==> src/rtl/bmi_pkg.sv <==
package bmi_pkg;
  localparam int BANK_W    = 8;
  localparam int BANK_FLD_W = 4;  // bank field in low bits of a map entry

  typedef enum logic [3:0] {
    ST_IDLE, ST_MARK, ST_VACATE, ST_MAP_RD, ST_MAP_WR,
    ST_CLR_RD, ST_CLR_WR, ST_ZERO0, ST_DONE, ST_HALT
  } bmi_state_e;
endpackage

==> src/rtl/bmi_mem_if.sv <==
module bmi_mem_if
  import bmi_pkg::*;
#(
  parameter int OFS_W = 16,
  parameter int DW    = 16
) (
  input  logic              clk_i,
  input  logic              rst_ni,
  input  logic              issue_i,
  input  logic              we_i,
  input  logic [BANK_W-1:0] bank_i,
  input  logic [OFS_W-1:0]  ofs_i,
  input  logic [DW-1:0]     wdata_i,
  output logic              busy_o,
  output logic              resp_o,
  output logic [DW-1:0]     rdata_o,
  output logic              dbe_o,
  output logic              mem_req_o,
  output logic              mem_we_o,
  output logic [BANK_W-1:0] mem_bank_o,
  output logic [OFS_W-1:0]  mem_ofs_o,
  output logic [DW-1:0]     mem_wdata_o,
  input  logic              mem_ack_i,
  input  logic [DW-1:0]     mem_rdata_i,
  input  logic              mem_dbe_i
);
  logic              req_q, we_q;
  logic [BANK_W-1:0] bank_q;
  logic [OFS_W-1:0]  ofs_q;
  logic [DW-1:0]     wdata_q;

  always_ff @(posedge clk_i or negedge rst_ni) begin
    if (!rst_ni) begin
      req_q   <= 1'b0;
      we_q    <= 1'b0;
      bank_q  <= '0;
      ofs_q   <= '0;
      wdata_q <= '0;
    end else if (!req_q && issue_i) begin
      req_q   <= 1'b1;
      we_q    <= we_i;
      bank_q  <= bank_i;
      ofs_q   <= ofs_i;
      wdata_q <= wdata_i;
    end else if (req_q && mem_ack_i) begin
      req_q <= 1'b0;
    end
  end

  assign busy_o      = req_q;
  assign resp_o      = req_q & mem_ack_i;
  assign rdata_o     = mem_rdata_i;
  assign dbe_o       = mem_dbe_i;
  assign mem_req_o   = req_q;
  assign mem_we_o    = we_q;
  assign mem_bank_o  = bank_q;
  assign mem_ofs_o   = ofs_q;
  assign mem_wdata_o = wdata_q;


  one_outstanding_chk: assert property (@(posedge clk_i) disable iff (!rst_ni)
    issue_i |-> !req_q);

  req_hold_chk: assert property (@(posedge clk_i) disable iff (!rst_ni)
    (req_q && !mem_ack_i) |=> (req_q && $stable(bank_q) && $stable(ofs_q)
                               && $stable(we_q) && $stable(wdata_q)));
endmodule

==> src/rtl/bmi_ctrl.sv <==
module bmi_ctrl
  import bmi_pkg::*;
#(
  parameter int          OFS_W     = 16,
  parameter int          PAGE_W    = 8,
  parameter int          DW        = 16,
  parameter int          BANK_CNT  = 16,
  parameter int          STOP_BANK = 12,
  parameter int          IO_PAGE   = 64,
  parameter int          MAP_PAGES = 16,
  parameter logic [15:0] VACANT    = 16'h6000,
  parameter logic [15:0] PRESENT   = 16'h0080
) (
  input  logic              clk_i,
  input  logic              rst_ni,
  input  logic              start_i,
  input  logic              busy_i,
  input  logic              resp_i,
  input  logic [DW-1:0]     rdata_i,
  input  logic              dbe_i,
  output logic              issue_o,
  output logic              we_o,
  output logic [BANK_W-1:0] bank_o,
  output logic [OFS_W-1:0]  ofs_o,
  output logic [DW-1:0]     wdata_o,
  output logic              done_o,
  output logic              fatal_o,
  output logic [OFS_W:0]    cnt_o
);
  localparam int              PPB_W    = OFS_W - PAGE_W;
  localparam int              PG_W     = BANK_W + PPB_W;
  localparam int              MAP_N    = MAP_PAGES << PAGE_W;
  localparam logic [PG_W-1:0] PG_TOP   = PG_W'(BANK_CNT * (1 << PPB_W) - 1);
  localparam logic [PG_W-1:0] PG_SCAN0 = PG_W'((1 << PPB_W) + IO_PAGE);
  localparam logic [OFS_W:0]  MAP_LAST = (OFS_W+1)'(MAP_N - 1);
  localparam logic [OFS_W:0]  Z0_FIRST = (OFS_W+1)'(2 << PAGE_W);
  localparam logic [BANK_W-1:0] STOP_B = BANK_W'(STOP_BANK);
  localparam logic [BANK_W-1:0] BANK1  = BANK_W'(1);

  bmi_state_e             st_q;
  logic [PG_W-1:0]        pg_q;
  logic [OFS_W:0]         idx_q, slot_q, cnt_q;
  logic [PAGE_W-1:0]      wd_q;
  logic [BANK_FLD_W-1:0]  cb_q;   // bank of page being cleared
  logic [PPB_W-1:0]       cp_q;   // page within that bank

  logic [BANK_W-1:0] pg_bank;
  logic [OFS_W-1:0]  pg_ofs;
  logic              scan_end, tag_ok, access;

  assign pg_bank  = pg_q[PG_W-1:PPB_W];
  assign pg_ofs   = {pg_q[PPB_W-1:0], {PAGE_W{1'b0}}};
  assign scan_end = (&pg_q[PPB_W-1:0]) && (pg_bank + BANK1 == STOP_B);
  assign tag_ok   = !dbe_i && (rdata_i == DW'(pg_q));
  assign access   = st_q inside {ST_MARK, ST_VACATE, ST_MAP_RD, ST_MAP_WR,
                                 ST_CLR_RD, ST_CLR_WR, ST_ZERO0};
  assign issue_o  = access && !busy_i;
  assign done_o   = (st_q == ST_DONE);
  assign fatal_o  = (st_q == ST_HALT);
  assign cnt_o    = cnt_q;

  always_comb begin
    we_o    = 1'b1;
    bank_o  = '0;
    ofs_o   = '0;
    wdata_o = '0;
    unique case (st_q)
      ST_MARK: begin
        bank_o = pg_bank; ofs_o = pg_ofs; wdata_o = DW'(pg_q);
      end
      ST_VACATE: begin
        bank_o = BANK1; ofs_o = idx_q[OFS_W-1:0]; wdata_o = DW'(VACANT);
      end
      ST_MAP_RD: begin
        we_o = 1'b0; bank_o = pg_bank; ofs_o = pg_ofs;
      end
      ST_MAP_WR: begin
        bank_o  = BANK1; ofs_o = slot_q[OFS_W-1:0];
        wdata_o = DW'(pg_ofs) | DW'(pg_bank[BANK_FLD_W-1:0]) | DW'(PRESENT);
      end
      ST_CLR_RD: begin
        we_o = 1'b0; bank_o = BANK1; ofs_o = idx_q[OFS_W-1:0];
      end
      ST_CLR_WR: begin
        bank_o = BANK_W'(cb_q); ofs_o = {cp_q, wd_q};
      end
      ST_ZERO0: begin
        ofs_o = idx_q[OFS_W-1:0];
      end
      default: we_o = 1'b0;
    endcase
  end

  always_ff @(posedge clk_i or negedge rst_ni) begin
    if (!rst_ni) begin
      st_q <= ST_IDLE; pg_q <= '0; idx_q <= '0; slot_q <= '0;
      cnt_q <= '0; wd_q <= '0; cb_q <= '0; cp_q <= '0;
    end else begin
      unique case (st_q)
        ST_IDLE: if (start_i) begin
          st_q <= ST_MARK; pg_q <= PG_TOP; slot_q <= '0; cnt_q <= '0;
        end
        ST_MARK: if (resp_i) begin
          if (pg_q == '0) begin st_q <= ST_VACATE; idx_q <= '0; end
          else pg_q <= pg_q - 1'b1;
        end
        ST_VACATE: if (resp_i) begin
          if (idx_q == MAP_LAST) begin st_q <= ST_MAP_RD; pg_q <= PG_SCAN0; end
          else idx_q <= idx_q + 1'b1;
        end
        ST_MAP_RD: if (resp_i) begin
          if (tag_ok) st_q <= ST_MAP_WR;
          else if (!scan_end) pg_q <= pg_q + 1'b1;
          else if (slot_q == '0) begin st_q <= ST_ZERO0; idx_q <= Z0_FIRST; end
          else begin st_q <= ST_CLR_RD; idx_q <= '0; end
        end
        ST_MAP_WR: if (resp_i) begin
          slot_q <= slot_q + 1'b1;
          if (scan_end) begin st_q <= ST_CLR_RD; idx_q <= '0; end
          else begin st_q <= ST_MAP_RD; pg_q <= pg_q + 1'b1; end
        end
        ST_CLR_RD: if (resp_i) begin
          if (dbe_i) st_q <= ST_HALT;
          else begin
            cb_q <= rdata_i[BANK_FLD_W-1:0];
            cp_q <= rdata_i[OFS_W-1:PAGE_W];
            wd_q <= '0;
            st_q <= ST_CLR_WR;
          end
        end
        ST_CLR_WR: if (resp_i) begin
          wd_q <= wd_q + 1'b1;
          if (&wd_q) begin
            if (idx_q + 1'b1 == slot_q) begin st_q <= ST_ZERO0; idx_q <= Z0_FIRST; end
            else begin st_q <= ST_CLR_RD; idx_q <= idx_q + 1'b1; end
          end
        end
        ST_ZERO0: if (resp_i) begin
          if (&idx_q[OFS_W-1:0]) begin st_q <= ST_DONE; cnt_q <= slot_q; end
          else idx_q <= idx_q + 1'b1;
        end
        ST_DONE: st_q <= ST_IDLE;
        default: st_q <= ST_HALT;
      endcase
    end
  end


  halt_sticky_chk: assert property (@(posedge clk_i) disable iff (!rst_ni)
    fatal_o |=> fatal_o);

  halt_quiet_chk: assert property (@(posedge clk_i) disable iff (!rst_ni)
    fatal_o |-> (!issue_o && !done_o));

  done_pulse_chk: assert property (@(posedge clk_i) disable iff (!rst_ni)
    done_o |=> !done_o);

  cnt_hold_chk: assert property (@(posedge clk_i) disable iff (!rst_ni)
    (st_q == ST_IDLE && !start_i) |=> $stable(cnt_o));

  slot_range_chk: assert property (@(posedge clk_i) disable iff (!rst_ni)
    slot_q <= (OFS_W+1)'(MAP_N));

  bank0_floor_chk: assert property (@(posedge clk_i) disable iff (!rst_ni)
    (issue_o && bank_o == '0 && st_q != ST_MARK) |-> (ofs_o >= Z0_FIRST[OFS_W-1:0]));
endmodule

==> src/rtl/boot_map_init.sv <==
module boot_map_init
  import bmi_pkg::*;
#(
  parameter int          OFS_W     = 16,
  parameter int          PAGE_W    = 8,
  parameter int          DW        = 16,
  parameter int          BANK_CNT  = 16,
  parameter int          STOP_BANK = 12,
  parameter int          IO_PAGE   = 64,
  parameter int          MAP_PAGES = 16,
  parameter logic [15:0] VACANT    = 16'h6000,
  parameter logic [15:0] PRESENT   = 16'h0080
) (
  input  logic             clk_i,
  input  logic             rst_ni,
  input  logic             start_i,
  output logic             done_o,
  output logic             fatal_o,
  output logic [OFS_W:0]   page_cnt_o,
  output logic             mem_req_o,
  output logic             mem_we_o,
  output logic [7:0]       mem_bank_o,
  output logic [OFS_W-1:0] mem_ofs_o,
  output logic [DW-1:0]    mem_wdata_o,
  input  logic             mem_ack_i,
  input  logic [DW-1:0]    mem_rdata_i,
  input  logic             mem_dbe_i
);
  logic              issue, we, busy, resp, dbe;
  logic [BANK_W-1:0] bank;
  logic [OFS_W-1:0]  ofs;
  logic [DW-1:0]     wdata, rdata;

  bmi_ctrl #(
    .OFS_W(OFS_W), .PAGE_W(PAGE_W), .DW(DW), .BANK_CNT(BANK_CNT),
    .STOP_BANK(STOP_BANK), .IO_PAGE(IO_PAGE), .MAP_PAGES(MAP_PAGES),
    .VACANT(VACANT), .PRESENT(PRESENT)
  ) u_ctrl (
    .clk_i, .rst_ni, .start_i,
    .busy_i(busy), .resp_i(resp), .rdata_i(rdata), .dbe_i(dbe),
    .issue_o(issue), .we_o(we), .bank_o(bank), .ofs_o(ofs), .wdata_o(wdata),
    .done_o, .fatal_o, .cnt_o(page_cnt_o)
  );

  bmi_mem_if #(.OFS_W(OFS_W), .DW(DW)) u_mem_if (
    .clk_i, .rst_ni,
    .issue_i(issue), .we_i(we), .bank_i(bank), .ofs_i(ofs), .wdata_i(wdata),
    .busy_o(busy), .resp_o(resp), .rdata_o(rdata), .dbe_o(dbe),
    .mem_req_o, .mem_we_o, .mem_bank_o, .mem_ofs_o, .mem_wdata_o,
    .mem_ack_i, .mem_rdata_i, .mem_dbe_i
  );
endmodule

==> config.mk <==
export PLATFORM = sky130hd
export DESIGN_NAME = boot_map_init
export DESIGN_NICKNAME = d
export VERILOG_FILES = /design/src/rtl/bmi_pkg.sv /design/src/rtl/bmi_mem_if.sv /design/src/rtl/bmi_ctrl.sv /design/src/rtl/boot_map_init.sv
export SDC_FILE = /design/constraint.sdc
export NUM_CORES = 1
export LEC_CHECK = 0
export BUFFER_PORTS_ARGS = -buffer_cell sky130_fd_sc_hd__clkbuf_2
export CORE_ASPECT_RATIO = 0.7
export CORE_MARGIN = 1
export CORE_UTILIZATION = 50
export CTS_CLUSTER_DIAMETER = 120
export CTS_CLUSTER_SIZE = 30
export DETAILED_ROUTE_END_ITERATION = 12
export PLACE_DENSITY = 0.78
export REMOVE_ABC_BUFFERS = 1
export SLEW_MARGIN = 0
export SYNTH_ARGS = -nofsm -noshare
export SYNTH_HDL_FRONTEND = slang
export SYNTH_SLANG_ARGS = --single-unit
==> constraint.sdc <==
create_clock -name clk_i -period 9.86 [get_ports clk_i]
set_clock_uncertainty 0.1 [all_clocks]
set_input_delay 1.479 -clock clk_i [delete_from_list [all_inputs] [get_ports clk_i]]
set_output_delay 1.479 -clock clk_i [all_outputs]
set_load 0.02 [all_outputs]
==> results_dict.tcl, run 1 <==
set metrics [dict create \
    status "complete, no violations" \
    r2r_cells 14 \
    grtUsageTotal_pct 28.9 \
    r2r_end "u_ctrl.pg_q[15]" \
    grt.overflow.total 0 \
    placed_cells 1173 \
    relSlewSlack_pct 13.8 \
    synthesis.area_um2 8020 \
    path_clk_slew_ns 0.06 \
    cts_tree "built" \
    cap_violations 0 \
    arrival_ns 5.49 \
    crit_path_start "u_ctrl.st_q[0]" \
    crit_top_cell "nand2_1" \
    worstSetupPathType "register to register" \
    nets 1032 \
    drt_iter0_drc 937 \
    cp-end-kind "register" \
    synth_seq_area_share_pct 41.5 \
    maxSlewViolCount 0 \
    fmax_mhz 190 \
    synth_fa_ha_area_share_pct 3.06 \
    syn_inst 958 \
    gr-max-usage-layer "met1" \
    worstHoldPathType "register to register" \
    hold_buffers 0 \
    worstHoldPathCells 2 \
    slowest_delay_ns 0.92 \
    hp-start "u_mem_if.mem_ofs_o[11]" \
    design_area_um2 9050 \
    async_reset_ff_share_pct 100 \
    area_delta_synth_final_pct 12.9 \
    critical-path-top-delay-family "simple AND/OR/NAND/NOR gates" \
    chipWidth_um 153 \
    rrSetupSlack_ns 4.60 \
    grt_max_degree 81 \
    synthMuxAreaShare_pct 0.265 \
    drt-total-wl_um 22800 \
    synth_top_family_by_area "simple AND/OR/NAND/NOR gates" \
    numCtsBuffers 17 \
    cp_cell_sequence "nand2_1 -> nor2_1 -> nand2_1 -> nand2_1 -> inv_1 -> ha_1 -> a21oi_1 -> nand4b_1 -> a31oi_1 -> a221o_1 -> a221oi_1 -> mux2i_1 -> nand2_1 -> a21o_1" \
    cts.sinks 133 \
    dr.pass1.iters 5 \
    cts_root_buf "clkbuf_16" \
    final.setup.tns_ns 0 \
    antenna_left 0 \
    postCtsResizedCells 0 \
    final_cell_mix "nand2_1, dfrtp_1, o21ai_0" \
    cp_slowest_cell "dfrtp_1" \
    vias_per_cell 6.11 \
    r2r-start "u_ctrl.st_q[0]" \
    die-area_um2 16600 \
    ys_types 75 \
    whs_ns 0.374 \
    worst-path-buf-inv 1 \
    grt_use_met2_pct 39.5 \
    p_leak_nw 4.11 \
    cp.required_ns 10.08 \
    drc 0 \
    cts_htree_levels 4 \
    hpwl_um 16100 \
    yosysWarningCount 0 \
    core_um2 15600 \
    tightest_slew_ns 1.29 \
    finalHoldViolCount 0 \
    synth_flop_cell "dfrtp_1" \
    place_area_um2 8480 \
    period_needed_ns 5.26 \
    layout_commonest_cell "nand2_1" \
    synth_top_area_share_pct 41.5 \
    grt_pass1_wl_um 36600 \
    io-pin-count 82 \
    initial_core_util_pct 51.4 \
    dp_worst_setup_slack_ns 4.73 \
    synth.top_cells.by_area "dfrtp_1, nand2_1, o21ai_0" \
    crit_fanout 26 \
    vias 7366 \
    power_mw 1.77 \
    port_buffers 81 \
    synthSimpleGateAreaFrac_pct 25.1 \
    cts_setup_buffers 0 \
    setup_viol 0 \
    fin_ws_ns 4.60 \
    yosys.area.top_type "dfrtp_1" \
    fin_crit_sh_pct 53.4 \
    grtUsageMet3_pct 9.86 \
    die_h_um 108 \
    drive_gt1_share_pct 14.6 \
    rsz0062_at_grt "false" \
    synth_compound_area_share_pct 17.4 \
    gp_congestion 0.946 \
    vdd_drop_max_mv 0.105 \
    grt_pass1_vias 6713 \
    power_density_nw_per_um2 196 \
    clkLatencyLatePin_ns 0.43 \
    ys_ff_latch 133 \
    cts_max_path_buffers 2 \
    fin_cells 1206 \
    startpoint_type "register" \
    fin_util_pct 58.1 \
    globalRouteMet1Util_pct 42.2 \
    synthXorXnorAreaFrac_pct 7.96 \
    post_drt_wl_per_cell_um 18.9 \
    holdPathEnd "u_mem_if.mem_ofs_o[11]" \
    avgSynthCellArea_um2 8.37 \
    placementRows 38 \
    antenna_found_initial 1 \
    synth_edf_count 0 \
]
[metal layers]
layer  up-vias  share of wire (%)  routed length (um)
met3        50                 12                2630
met4         0                2.3                 533
met2       371                 40                9220
met5         -                  0                   0
li1       3451                  -                   -
met1      3494                 46               10400
[where the power goes]
| part | internal [mW] | total (mW) | leakage, nW | switching (mW) |
|---|---|---|---|---|
| Clock | 0.367 | 0.613 | 0.277 | 0.246 |
| Sequential | 0.602 | 0.682 | 1.74 | 0.0794 |
| Combinational | 0.185 | 0.480 | 2.10 | 0.295 |
| Total | 1.15 | 1.77 | 4.11 | 0.621 |
[cell usage after synthesis (2+ instances only)]
cell type  number
a21boi_0        9
a21o_1          6
a21oi_1        44
a221oi_1        3
a222oi_1       16
a22oi_1        13
a311o_1         2
a311oi_1        2
a31oi_1         8
a32oi_1         2
and2_1          4
and2b_1         2
and3_1         18
and3_2          4
and4_1          5
buf_1           4
buf_2          12
buf_4           3
clkbuf_1       56
dfrtp_1       133
ha_1           18
inv_1          16
nand2_1       197
nand2b_1        3
nand3_1        29
nand4_1        15
nand4b_1        5
nor2_1         65
nor2b_1         9
nor3_1         12
nor4_1         20
nor4_2          4
nor4b_1         2
o211ai_1        3
o21a_1          2
o21ai_0        85
o21ai_1        11
o22ai_1         3
o31ai_1         3
or3_1           4
or3_4           2
or4_1           2
xnor2_1        41
xor2_1         30
[cells by family (layout without fill, tap and decap cells)]
group,count (synthesis),after routing
compound gates,225,225
flops,133,133
fa+ha+maj,19,19
mux,2,2
buf+inv,93,140
other cells,0,1
simple gates,414,414
xor+xnor,72,72
[flip-flops by register name, indices dropped and copies added (netlist names)]
name	count
u_ctrl.cb_q	4
u_ctrl.idx_q	17
u_ctrl.st_q	4
u_mem_if.busy_o	1
u_ctrl.pg_q	16
u_ctrl.cnt_o	17
u_ctrl.wd_q	8
u_mem_if.mem_wdata_o	16
u_ctrl.slot_q	17
u_mem_if.mem_ofs_o	16
u_mem_if.mem_we_o	1
u_mem_if.mem_bank_o	8
u_ctrl.cp_q	8
[worst max path at each step]
stage / to / cells past startpoint
after detailed placement: u_ctrl.pg_q[15] / 14
after global routing: u_ctrl.pg_q[15] / 14
after global placement: u_ctrl.pg_q[15] / 14
after CTS: u_ctrl.pg_q[15] / 14
final: u_ctrl.pg_q[15] / 14
after floorplan: u_ctrl.pg_q[15] / 13
[worst register-to-register path, stage by stage, from the launching register on]
cell      delay (ns)
dfrtp_1         0.92
nand2_1         0.28
nor2_1          0.91
nand2_1         0.22
nand2_1         0.21
inv_1           0.28
ha_1            0.38
a21oi_1         0.19
nand4b_1        0.15
a31oi_1         0.15
a221o_1         0.38
a221oi_1        0.48
mux2i_1         0.24
nand2_1         0.07
a21o_1          0.20
[final cells by class]
| class | count | area [um2] |
|---|---|---|
| tap | 200 | 250 |
| inverter | 17 | 63.8 |
| multi-input combinational | 732 | 4350 |
| clock buffer | 21 | 470 |
| clock inverter | 11 | 101 |
| sequential | 133 | 3330 |
| antenna | 1 | 2.50 |
| fill | 1418 | 6540 |
| timing repair buffer | 91 | 487 |
Note: power is estimated with default switching activity, not from simulation.
==> run 2, diff against run 1 <==
PLACE_DENSITY = 0.81   (was 0.78)
clock period = 4.4 ns   (was 9.86 ns; I/O delays follow)
==> run 2 against run 1 <==
Effect of this change:
- maximum frequency rose by 36%
- die area did not move
- via count rose by 0.46%
- combinational power rose by 130%
- sequential share of layout area fell by 0.14 points
- critical path type unchanged
- largest cell class unchanged
- largest power group unchanged
==> results_dict.tcl, run 2 (synthesized netlist as in run 1, its figures left out) <==
set metrics [dict create \
    area_delta_synth_final_pct 13.3 \
    maxSlewViolCount 0 \
    startpoint_type "register" \
    fin_cells 1213 \
    period_needed_ns 3.87 \
    placementRows 38 \
    clkLatencyLatePin_ns 0.43 \
    post_drt_wl_per_cell_um 19.1 \
    core_um2 15600 \
    r2r_end "u_ctrl.pg_q[15]" \
    grtUsageMet3_pct 7.13 \
    grt_use_met2_pct 40.4 \
    dp_worst_setup_slack_ns 0.604 \
    die-area_um2 16600 \
    rsz0062_at_grt "false" \
    chipWidth_um 153 \
    cp.required_ns 4.62 \
    arrival_ns 4.09 \
    nets 1041 \
    cp_slowest_cell "a221oi_1" \
    r2r_cells 16 \
    grt_pass1_wl_um 37300 \
    fin_util_pct 58.3 \
    grt.overflow.total 0 \
    hold_buffers 0 \
    r2r-start "u_ctrl.st_q[2]" \
    cts_root_buf "clkbuf_16" \
    cts_tree "built" \
    dr.pass1.iters 6 \
    cp_cell_sequence "clkinv_1 -> buf_4 -> nand2_1 -> nor2_1 -> nand2_1 -> nand2_1 -> inv_1 -> ha_1 -> a21oi_1 -> nand4b_1 -> a31oi_1 -> a221o_1 -> a221oi_1 -> mux2i_1 -> nand2_1 -> a21o_1" \
    setup_viol 0 \
    path_clk_slew_ns 0.06 \
    worst-path-buf-inv 3 \
    power_density_nw_per_um2 433 \
    relSlewSlack_pct 18.4 \
    vias 7400 \
    diodes 0 \
    port_buffers 81 \
    fmax_mhz 259 \
    p_leak_nw 4.14 \
    antenna_found_initial 1 \
    initial_core_util_pct 51.4 \
    postCtsResizedCells 0 \
    design_area_um2 9090 \
    cts_htree_levels 4 \
    grt_max_degree 107 \
    worstSetupPathType "register to register" \
    drc 0 \
    die_h_um 108 \
    worstHoldPathType "primary input to async pin" \
    status "complete, no violations" \
    vdd_drop_max_mv 0.243 \
    crit_top_cell "nand2_1" \
    grt_pass1_vias 6800 \
    critical-path-top-delay-family "compound AO/OA/AOI/OAI gates" \
    hpwl_um 16100 \
    place_area_um2 8550 \
    layout_commonest_cell "nand2_1" \
    drt-total-wl_um 23100 \
    gr-max-usage-layer "met1" \
    final_cell_mix "nand2_1, dfrtp_1, o21ai_0" \
    antenna_left 0 \
    crit_fanout 14 \
    gp_congestion 0.973 \
    fillers 1405 \
    grtUsageTotal_pct 29.3 \
    cap_violations 0 \
    cts.sinks 133 \
    cts_max_path_buffers 2 \
    io-pin-count 82 \
    slowest_delay_ns 0.47 \
    drt_iter0_drc 888 \
    globalRouteMet1Util_pct 44.9 \
    rrSetupSlack_ns 0.53 \
    finalHoldViolCount 0 \
    numCtsBuffers 17 \
    multi_input_area_um2 4350 \
    fin_ws_ns 0.532 \
    drive_gt1_share_pct 15.3 \
    final-seq-area_um2 3330 \
    tightest_slew_ns 1.22 \
    fin_crit_sh_pct 87.9 \
    vias_per_cell 6.10 \
    cp-end-kind "register" \
    placed_cells 1182 \
    final.setup.tns_ns 0 \
    cts_setup_buffers 0 \
]
run 2: layer usage:
layer / share of wire, % / up-vias
li1: - / 3464
met1: 46 / 3528
met2: 41 / 376
met3: 11 / 32
met4: 1.6 / 0
met5: 0 / -
run 2: through the flow:
| stage | power (mW) | hold WS (ns) |
|---|---|---|
| 2_1_floorplan | 2.27 | 0.264 |
| 3_3_place_gp | 2.60 | 0.358 |
| 3_5_place_dp | 2.62 | 0.363 |
| 4_1_cts | 3.94 | 0.306 |
| 5_1_grt | 4.15 | 0.335 |
| 6_report | 3.94 | 0.252 |
run 2: worst max path at each step:
stage / cells after the start / endpoint / start
2_1_floorplan: 13 / u_ctrl.pg_q[15] / u_ctrl.st_q[0]
3_3_place_gp: 13 / u_ctrl.pg_q[15] / u_ctrl.st_q[0]
3_5_place_dp: 16 / u_ctrl.pg_q[15] / u_ctrl.st_q[2]
4_1_cts: 16 / u_ctrl.pg_q[15] / u_ctrl.st_q[2]
5_1_grt: 16 / u_ctrl.pg_q[15] / u_ctrl.st_q[2]
6_report: 16 / u_ctrl.pg_q[15] / u_ctrl.st_q[2]
run 2: where the power goes:
part	switching, mW	internal [mW]	total (mW)
clock network	0.556	0.770	1.33
registers	0.179	1.35	1.53
logic	0.668	0.417	1.08
run 2: final cells by class:
class | count | area share (%)
Clock buffer | 18 | 4.72
Clock inverter | 13 | 1.23
Inverter | 17 | 0.702
Multi-Input combinational cell | 732 | 47.9
Sequential cell | 133 | 36.6
Tap cell | 200 | 2.75
Timing Repair Buffer | 100 | 6.10
